**src/rtl/ufsm_pkg.sv**
```systemverilog
package ufsm_pkg;

    localparam int N_STATES = 6;
    localparam int CODE_W   = 6;
    localparam int PH_W     = $clog2(N_STATES);

    typedef enum logic [1:0] {
        MODE_SAFE_RESET   = 2'd0,
        MODE_SAFE_DEFAULT = 2'd1,
        MODE_CORRECT      = 2'd2
    } ufsm_mode_e;

    typedef enum logic [PH_W-1:0] {
        PH_IDLE    = 3'd0,
        PH_ARB     = 3'd1,
        PH_GRANT   = 3'd2,
        PH_BUSY    = 3'd3,
        PH_DRAIN   = 3'd4,
        PH_HOLDOFF = 3'd5
    } ufsm_phase_e;

    typedef struct packed {
        logic [CODE_W-1:0] code;
    } ufsm_regs_t;

    // Code table: pairwise Hamming distance is at least three.
    function automatic logic [CODE_W-1:0] state_code(input int idx);
        logic [CODE_W-1:0] c;
        case (idx)
            0:       c = 6'b000000;
            1:       c = 6'b000111;
            2:       c = 6'b111000;
            3:       c = 6'b011011;
            4:       c = 6'b101101;
            5:       c = 6'b110110;
            default: c = 6'b000000;
        endcase
        return c;
    endfunction

endpackage

```
**src/rtl/ufsm_code_check.sv**
```systemverilog
module ufsm_code_check
    import ufsm_pkg::*;
(
    input  logic [CODE_W-1:0] code_i,
    output logic              legal_o,
    output logic [PH_W-1:0]   legal_idx_o,
    output logic              near_o,
    output logic [PH_W-1:0]   near_idx_o
);

    logic [N_STATES-1:0] exact_hit;
    logic [N_STATES-1:0] near_hit;

    for (genvar s = 0; s < N_STATES; s++) begin : g_slot
        localparam logic [CODE_W-1:0] SLOT_CODE = state_code(s);
        logic [CODE_W-1:0] diff;
        assign diff         = code_i ^ SLOT_CODE;
        assign exact_hit[s] = (diff == '0);
        assign near_hit[s]  = ($countones(diff) <= 1);
    end

    always_comb begin
        legal_idx_o = '0;
        near_idx_o  = '0;
        for (int s = 0; s < N_STATES; s++) begin
            if (exact_hit[s]) legal_idx_o = PH_W'(s);
            if (near_hit[s])  near_idx_o  = PH_W'(s);
        end
    end

    assign legal_o = |exact_hit;
    assign near_o  = |near_hit;

endmodule

```
**src/rtl/ufsm_step.sv**
```systemverilog
module ufsm_step
    import ufsm_pkg::*;
(
    input  logic [PH_W-1:0] cur_i,
    input  logic            req_i,
    input  logic            done_i,
    input  logic            abort_i,
    output logic [PH_W-1:0] nxt_o
);

    ufsm_phase_e nxt_e;

    always_comb begin
        nxt_e = PH_IDLE;
        case (ufsm_phase_e'(cur_i))
            PH_IDLE:    nxt_e = req_i ? PH_ARB : PH_IDLE;
            PH_ARB:     nxt_e = abort_i ? PH_IDLE : PH_GRANT;
            PH_GRANT:   nxt_e = PH_BUSY;
            PH_BUSY: begin
                if (abort_i)     nxt_e = PH_HOLDOFF;
                else if (done_i) nxt_e = PH_DRAIN;
                else             nxt_e = PH_BUSY;
            end
            PH_DRAIN:   nxt_e = PH_IDLE;
            PH_HOLDOFF: nxt_e = req_i ? PH_HOLDOFF : PH_IDLE;
            default:    nxt_e = PH_IDLE;
        endcase
    end

    assign nxt_o = nxt_e;

endmodule

```
**src/rtl/ufsm_outdec.sv**
```systemverilog
module ufsm_outdec
    import ufsm_pkg::*;
(
    input  logic [PH_W-1:0] ph_i,
    output logic            grant_o,
    output logic            busy_o,
    output logic            rel_o
);

    always_comb begin
        grant_o = 1'b0;
        busy_o  = 1'b0;
        rel_o   = 1'b0;
        case (ufsm_phase_e'(ph_i))
            PH_ARB:   busy_o = 1'b1;
            PH_GRANT: begin grant_o = 1'b1; busy_o = 1'b1; end
            PH_BUSY:  begin grant_o = 1'b1; busy_o = 1'b1; end
            PH_DRAIN: begin busy_o  = 1'b1; rel_o  = 1'b1; end
            default:  ;
        endcase
    end

endmodule

```
**src/rtl/ufsm_guard.sv**
```systemverilog
module ufsm_guard
    import ufsm_pkg::*;
#(
    parameter ufsm_mode_e MODE          = MODE_CORRECT,
    parameter int         DEFAULT_PHASE = 5
) (
    input  logic              clk,
    input  logic              rst_n,
    input  logic              req,
    input  logic              done,
    input  logic              abort,
    input  logic [CODE_W-1:0] upset_mask,
    output logic [PH_W-1:0]   phase,
    output logic              grant,
    output logic              busy,
    output logic              rel_strobe,
    output logic              err_detected,
    output logic              err_corrected
);

    localparam logic [PH_W-1:0]   DFLT_IDX  = PH_W'(DEFAULT_PHASE);
    localparam logic [CODE_W-1:0] IDLE_CODE = state_code(0);

    ufsm_regs_t q, d;

    logic            legal;
    logic [PH_W-1:0] legal_idx;
    logic            near;
    logic [PH_W-1:0] near_idx;

    logic            rec_step;
    logic            rec_fix;
    logic [PH_W-1:0] rec_idx;

    logic [PH_W-1:0] eff_idx;
    logic [PH_W-1:0] step_idx;
    logic            use_step;

    ufsm_code_check u_check (
        .code_i      (q.code),
        .legal_o     (legal),
        .legal_idx_o (legal_idx),
        .near_o      (near),
        .near_idx_o  (near_idx)
    );

    // Recovery policy chosen at elaboration.
    if (MODE == MODE_CORRECT) begin : g_fix
        assign rec_step = near;
        assign rec_fix  = near;
        assign rec_idx  = near ? near_idx : PH_W'(PH_IDLE);
    end else if (MODE == MODE_SAFE_DEFAULT) begin : g_dflt
        assign rec_step = 1'b0;
        assign rec_fix  = 1'b0;
        assign rec_idx  = DFLT_IDX;
    end else begin : g_rst
        assign rec_step = 1'b0;
        assign rec_fix  = 1'b0;
        assign rec_idx  = PH_W'(PH_IDLE);
    end

    assign eff_idx  = legal ? legal_idx : rec_idx;
    assign use_step = legal | rec_step;

    ufsm_step u_step (
        .cur_i   (eff_idx),
        .req_i   (req),
        .done_i  (done),
        .abort_i (abort),
        .nxt_o   (step_idx)
    );

    ufsm_outdec u_out (
        .ph_i    (eff_idx),
        .grant_o (grant),
        .busy_o  (busy),
        .rel_o   (rel_strobe)
    );

    always_comb begin
        d      = q;
        d.code = state_code(int'(use_step ? step_idx : eff_idx)) ^ upset_mask;
    end

    always_ff @(posedge clk or negedge rst_n) begin
        if (!rst_n) q.code <= IDLE_CODE;
        else        q      <= d;
    end

    assign phase         = eff_idx;
    assign err_detected  = ~legal;
    assign err_corrected = ~legal & rec_fix;

    // ---------------- assertions ----------------
    p_phase_range_r2: assert property (@(posedge clk) disable iff (!rst_n)
        phase < PH_W'(N_STATES));

    p_idle_req_r3: assert property (@(posedge clk) disable iff (!rst_n)
        (phase == PH_W'(PH_IDLE) && !err_detected && req && upset_mask == '0)
        |=> (phase == PH_W'(PH_ARB)));

    p_grant_busy_r4: assert property (@(posedge clk) disable iff (!rst_n)
        grant |-> busy);

    p_heal_r5: assert property (@(posedge clk) disable iff (!rst_n)
        (err_detected && upset_mask == '0) |=> !err_detected);

    p_zero_mask_r11: assert property (@(posedge clk) disable iff (!rst_n)
        (!err_detected && upset_mask == '0) |=> !err_detected);

    p_cor_det_r10: assert property (@(posedge clk) disable iff (!rst_n)
        err_corrected |-> err_detected);

    if (MODE == MODE_SAFE_RESET) begin : g_chk_rst
        p_safe_rst_r6: assert property (@(posedge clk) disable iff (!rst_n)
            (err_detected && upset_mask == '0) |=> (phase == PH_W'(PH_IDLE)));
        p_no_cor_r10: assert property (@(posedge clk) disable iff (!rst_n)
            !err_corrected);
    end else if (MODE == MODE_SAFE_DEFAULT) begin : g_chk_dflt
        p_safe_dflt_r7: assert property (@(posedge clk) disable iff (!rst_n)
            (err_detected && upset_mask == '0) |=> (phase == DFLT_IDX));
        p_no_cor_r10: assert property (@(posedge clk) disable iff (!rst_n)
            !err_corrected);
    end else begin : g_chk_fix
        p_fallback_r9: assert property (@(posedge clk) disable iff (!rst_n)
            (err_detected && !err_corrected && upset_mask == '0)
            |=> (phase == PH_W'(PH_IDLE)));
        p_fix_kept_r8: assert property (@(posedge clk) disable iff (!rst_n)
            (err_corrected && phase == PH_W'(PH_GRANT) && upset_mask == '0)
            |=> (phase == PH_W'(PH_BUSY)));
    end

endmodule

```
**config.mk**
```make
export PLATFORM = sky130hd
export DESIGN_NAME = ufsm_guard
export DESIGN_NICKNAME = d
export VERILOG_FILES = /design/src/rtl/ufsm_pkg.sv /design/src/rtl/ufsm_code_check.sv /design/src/rtl/ufsm_step.sv /design/src/rtl/ufsm_outdec.sv /design/src/rtl/ufsm_guard.sv
export SDC_FILE = /design/constraint.sdc
export NUM_CORES = 1
export LEC_CHECK = 0
export BUFFER_PORTS_ARGS = -buffer_cell sky130_fd_sc_hd__buf_4
export CAP_MARGIN = 25
export CORE_MARGIN = 2
export CORE_UTILIZATION = 40
export DETAILED_ROUTE_END_ITERATION = 8
export GPL_ROUTABILITY_DRIVEN = 0
export GPL_TIMING_DRIVEN = 0
export SLEW_MARGIN = 30
export SYNTH_ARGS = -nofsm -noshare
export SYNTH_HDL_FRONTEND = slang
export SYNTH_SLANG_ARGS = --single-unit
```
**constraint.sdc**
```tcl
create_clock -name clk -period 3.55 [get_ports clk]
set_input_delay 0.1775 -clock clk [delete_from_list [all_inputs] [get_ports clk]]
set_output_delay 0.1775 -clock clk [all_outputs]
set_load 0.02 [all_outputs]
```
# Yosys cells after proc, flatten, opt, wreduce, memory -nomap -nowiden

Index checks and enable logic that the tools add are counted.
W data, S select, Z words.

Eq/ne operators: 10
Mux-type cells: 23
$add $sub $neg: 28
Bitwise gates (word level): 9
Magnitude comparators: 6
Reductions and logical operators: 11

Operator list:

| cell                  | number |
|---|---|
| $add A32 B32 Y32      | 12 |
| $le A32 B2 Y1 const B | 6 |
| $logic_not A6 Y1      | 6 |
| $mux W3               | 12 |
| $add A1 B1 Y2         | 16 |
| $pmux W6 S5           | 1 |
| $pmux W3 S5           | 1 |
| $eq A3 B2 Y1 const B  | 4 |
| $eq A3 B3 Y1 const B  | 4 |
| $not A4 Y4            | 3 |
| $reduce_or A6 Y1      | 2 |
| $eq A3 B1 Y1 const B  | 2 |
| $mux W1               | 6 |
| $mux W2               | 3 |
| $not A3 Y3            | 2 |
| $xor A6 B6 Y6         | 1 |
| $reduce_or A4 Y1      | 1 |
| $logic_not A3 Y1      | 1 |
| $reduce_or A2 Y1      | 1 |
| $and A1 B1 Y1         | 1 |
| $not A1 Y1            | 1 |
| $or A1 B1 Y1          | 1 |

Flip-flop bits (word level): 6

# Logic depth before layout (Yosys ltp)

Word-level depth: 18
Depth in mapped cells: 17

# Cells and area by module

Synthesis repeated with hierarchy kept, for this count alone.

Cells, all modules: 135
Area total of the unflattened synthesis: 1281.2 um^2

By module, submodules not included:

| module          | cells an instance | area each (um^2) | times used |
|---|---|---|---|
| ufsm_code_check | 88                | 837.1            | 1 |
| ufsm_guard      | 32                | 340.3            | 1 |
| ufsm_step       | 11                | 75.1             | 1 |
| ufsm_outdec     | 4                 | 28.8             | 1 |

# Worst setup path before layout

Ideal clock, no wire load.

Path type: reg2reg
From: register q[0] (netlist bit)
To: register q[0] (netlist bit)
Arrival time: 3594 ps
Setup time: 80 ps
Cell stages (with the launch flop): 17
Setup slack: -123 ps
Cells stage by stage: dfrtp_1 inv_1 ha_1 inv_1 fa_1 inv_1 ha_1 inv_1 ha_1 nand2_1 a221o_2 nor4_4 a211oi_2 or3_4 a32o_1 a31oi_2 xnor2_1

RTL lines:

| item        | line             | source |
|---|---|---|
| from (decl) | ufsm_guard.sv:24 | `ufsm_regs_t q, d;` |

==> flow_metrics.py <==
metrics = {
    "outcome": {
        "run_status": "finished, violations left",
        "failed_checks": "negative setup slack",
    },
    "final_layout": {
        "seqCellArea_sq_um": 153,
        "post-route-util_pct": 63.6,
        "diodes": 0,
        "largest_registers": "q x6",
        "final_layout_size_suffix_gt1_share_pct": 54.1,
        "area_of_the_multi_input_gates_sq_um": 1350,
        "largest_register_ffs": 6,
        "final_area_sq_um": 2120,
        "nNetsFinal": 259,
        "max_flop_register": "q",
        "fill_cells": 291,
        "syn2layout_area_growth_pct": 53.0,
    },
    "die": {
        "top_level_pins": 19,
        "start_util_pct": 41.6,
        "chipWidth_um": 62.9,
        "die_area_sq_um": 3960,
        "die_h_um": 62.9,
        "std_cell_core_area_sq_um": 3340,
        "core.rowCount": 21,
    },
    "sta": {
        "clock-skew-final_ns": 0.000761,
        "finalMaxSlewViolations": 0,
        "rsz0062_at_grt": "yes",
        "timing.final.ws_setup_ns": -0.0689,
        "max_freq_mhz": 276,
        "setup_viol_count_final": 4,
        "final_period_minus_worst_setup_slack_ns": 3.62,
        "fin_hold_ws_ns": 0.116,
        "max_slew.worst_pin.slew_ns": 0.417,
        "final-hold-violation-count": 0,
        "final.period_utilization_pct": 102,
        "tns_ns": -0.0786,
        "maxSlewHeadroom_pct": 71.9,
    },
    "setup_path": {
        "worst_setup_path_start_kind": "flop",
        "crit_type": "reg -> reg",
        "slowest_delay_ns": 0.41,
        "r2r-start": "q[1]",
        "crit_path_start": "q[1]",
        "cp_data_required_time_ns": 3.71,
        "timing.critical_path.fanout_max": 5,
        "critical-path-slowest-cell": "fa_1",
        "data_arrival_time_of_the_worst_path_ns": 3.78,
        "timing.critical_path.cells": "buf_6, buf_6, ha_4, inv_2, fa_1, inv_1, ha_2, inv_2, ha_4, nor2b_4, a221o_2, nor4_4, a211oi_4, or3_4, a32o_2, a31oi_4, xnor2_1",
        "cp-end-kind": "flop",
    },
    "yosys": {
        "synth_fp_nets": 208,
        "synth.yosys.warnings": 0,
        "synth.top_cells.by_area": "ha_1, dfrtp_1, inv_1, fa_1, xnor2_1",
        "synth_async_sr_flop_share_pct": 100,
        "synth_edf_count": 0,
        "syn-mean-instance-area_sq_um": 8.78,
        "synthesis.area_sq_um": 1390,
        "ys.flop_type": "dfrtp_1",
        "ys_ff_latch": 6,
        "synth_top_cell_area_share_pct": 29.8,
        "synth_cell_type_count": 41,
        "synth-seq-area-share_pct": 10.8,
        "synth_area_leader_cell": "ha_1",
        "syn_inst": 158,
    },
    "global_route": {
        "grt_first_pass_wirelength_um": 5640,
        "grt_usage_pct": 17.5,
        "pin_count_of_the_biggest_net_entering_global_routing": 8,
        "grt_pass1_vias": 1310,
        "grt_antenna_before_repair": 0,
        "grt-ovfl-total": 0,
    },
    "routing": {
        "routed_wire_length_per_instance_um": 12.9,
        "1st_iter_drt_viols": 32,
        "drt_pass1_iterations": 4,
        "ant_nets": 0,
        "drc": 0,
        "dr_total_vias": 1225,
        "detail_route.vias_per_cell": 4.84,
        "detail_route.wirelength_um": 3250,
    },
    "place": {
        "final_hpwl_dp_um": 2340,
        "placement.cell_area_sq_um": 1590,
        "placement.io_buffers": 18,
    },
    "job": {
        "max_cap_viol_count": 0,
    },
    "clock_tree": {
        "cts_buffers": 3,
        "count_of_clock_tree_sinks": 6,
        "worstSkewPairLatency_ns": 0.24,
        "ctsLongestPathBuffers": 2,
        "clkTransAtPathRegs_ns": 0.04,
        "cts_tree": "yes",
        "ctsRootBufferMaster": "clkbuf_4",
        "cts_max_level": 1,
    },
    "min_path": {
        "hold_path.class": "in -> reg",
        "timing.hold.worst.start": "upset_mask[2]",
    },
}
## repair_timing
item                                    4_1_cts  5_1_grt
endpoints found under the setup margin       10       10
resized for setup                            62       18
hold buffers                                  1        0
pin swaps                                    24       15
buffers inserted                             21        7
hold endpoints to repair                      6        0
## cells by family (layout without fill, tap and decap cells)
kind of cell,count (synthesis),in the layout,share of synthesized area [%]
AO/OA/AOI/OAI,29,29,17.2
XOR/XNOR,11,11,8.02
adder cells (fa/ha/maj),40,40,39.1
buffers and inverters,38,87,10.3
flip-flops,6,6,10.8
AND/OR/NAND/NOR,34,34,14.5
## critical path: cells and delay by family, from the launching register on
family	cells	cell delay, ns
adder cells (fa/ha/maj)	4	0.89
AO/OA/AOI/OAI	4	0.90
XOR/XNOR	1	0.12
buffers and inverters	5	0.40
AND/OR/NAND/NOR	3	0.83
flip-flops	1	0.40
## Yosys cell counts, types with 2 or more instances
master,n
a21o_1,2
a21o_2,2
a22o_1,3
a32o_1,2
a32oi_1,2
a41oi_1,2
dfrtp_1,6
fa_1,6
ha_1,33
inv_1,37
nand2_1,8
nand3_1,4
nor2_1,4
nor2b_1,5
o211ai_1,3
o21ai_0,4
or2_2,3
xnor2_1,5
xor2_1,5
## path summary, 6_finish.rpt
path                              to  slack, ns  cells past startpoint
worst max-delay path            q[0]      -0.07                     17
worst min-delay path            q[2]       0.12                      2
worst max register to register  q[0]      -0.07                     17
worst min register to register  q[3]       1.34                      7
max in group asynchronous       q[5]       3.14                      2
min in group asynchronous       q[2]       0.28                      2
## cells in the final DEF (no fill, tap or decap), drive strengths merged, types with 2 or more instances in the layout
cell and instances:
nand2b 2, a22o 3, buf 45, a41oi 2
and2 2, xnor2 5, nor2b 5, xor2 5
a32o 2, a21o 4, fa 6, nand2 8
clkbuf 4, o21ai 4, o211ai 3, nor2 4
or2 3, nand3 4, dfrtp 6, a32oi 2
inv 37, ha 33
## area by class of cell
cell class | instances | area share [%]
inverter | 37 | 6.89
buffer | 1 | 0.648
sequential | 6 | 7.19
tap | 46 | 2.71
clock buffer | 3 | 1.06
timing repair buffer | 46 | 18.0
multi-input combinational | 114 | 63.5
## per-layer routing
| layer | GRT usage, % | part of all wire, % |
|---|---|---|
| met1 | 19.2 | 41 |
| met2 | 35.0 | 54 |
| met3 | 1.08 | 2.6 |
| met4 | 5.28 | 1.7 |
| met5 | 0 | 0 |
## stage by stage
step / cells / setup WS [ns]
2_1_floorplan: 158 / 0.0469
3_3_place_gp: 222 / -0.207
3_5_place_dp: 222 / -0.295
4_1_cts: 247 / -0.0125
5_1_grt: 253 / -0.247
6_report: 253 / -0.0689
Power is not shown: default switching activity piles up to over one toggle a cycle in this logic, so the estimate is an artifact.
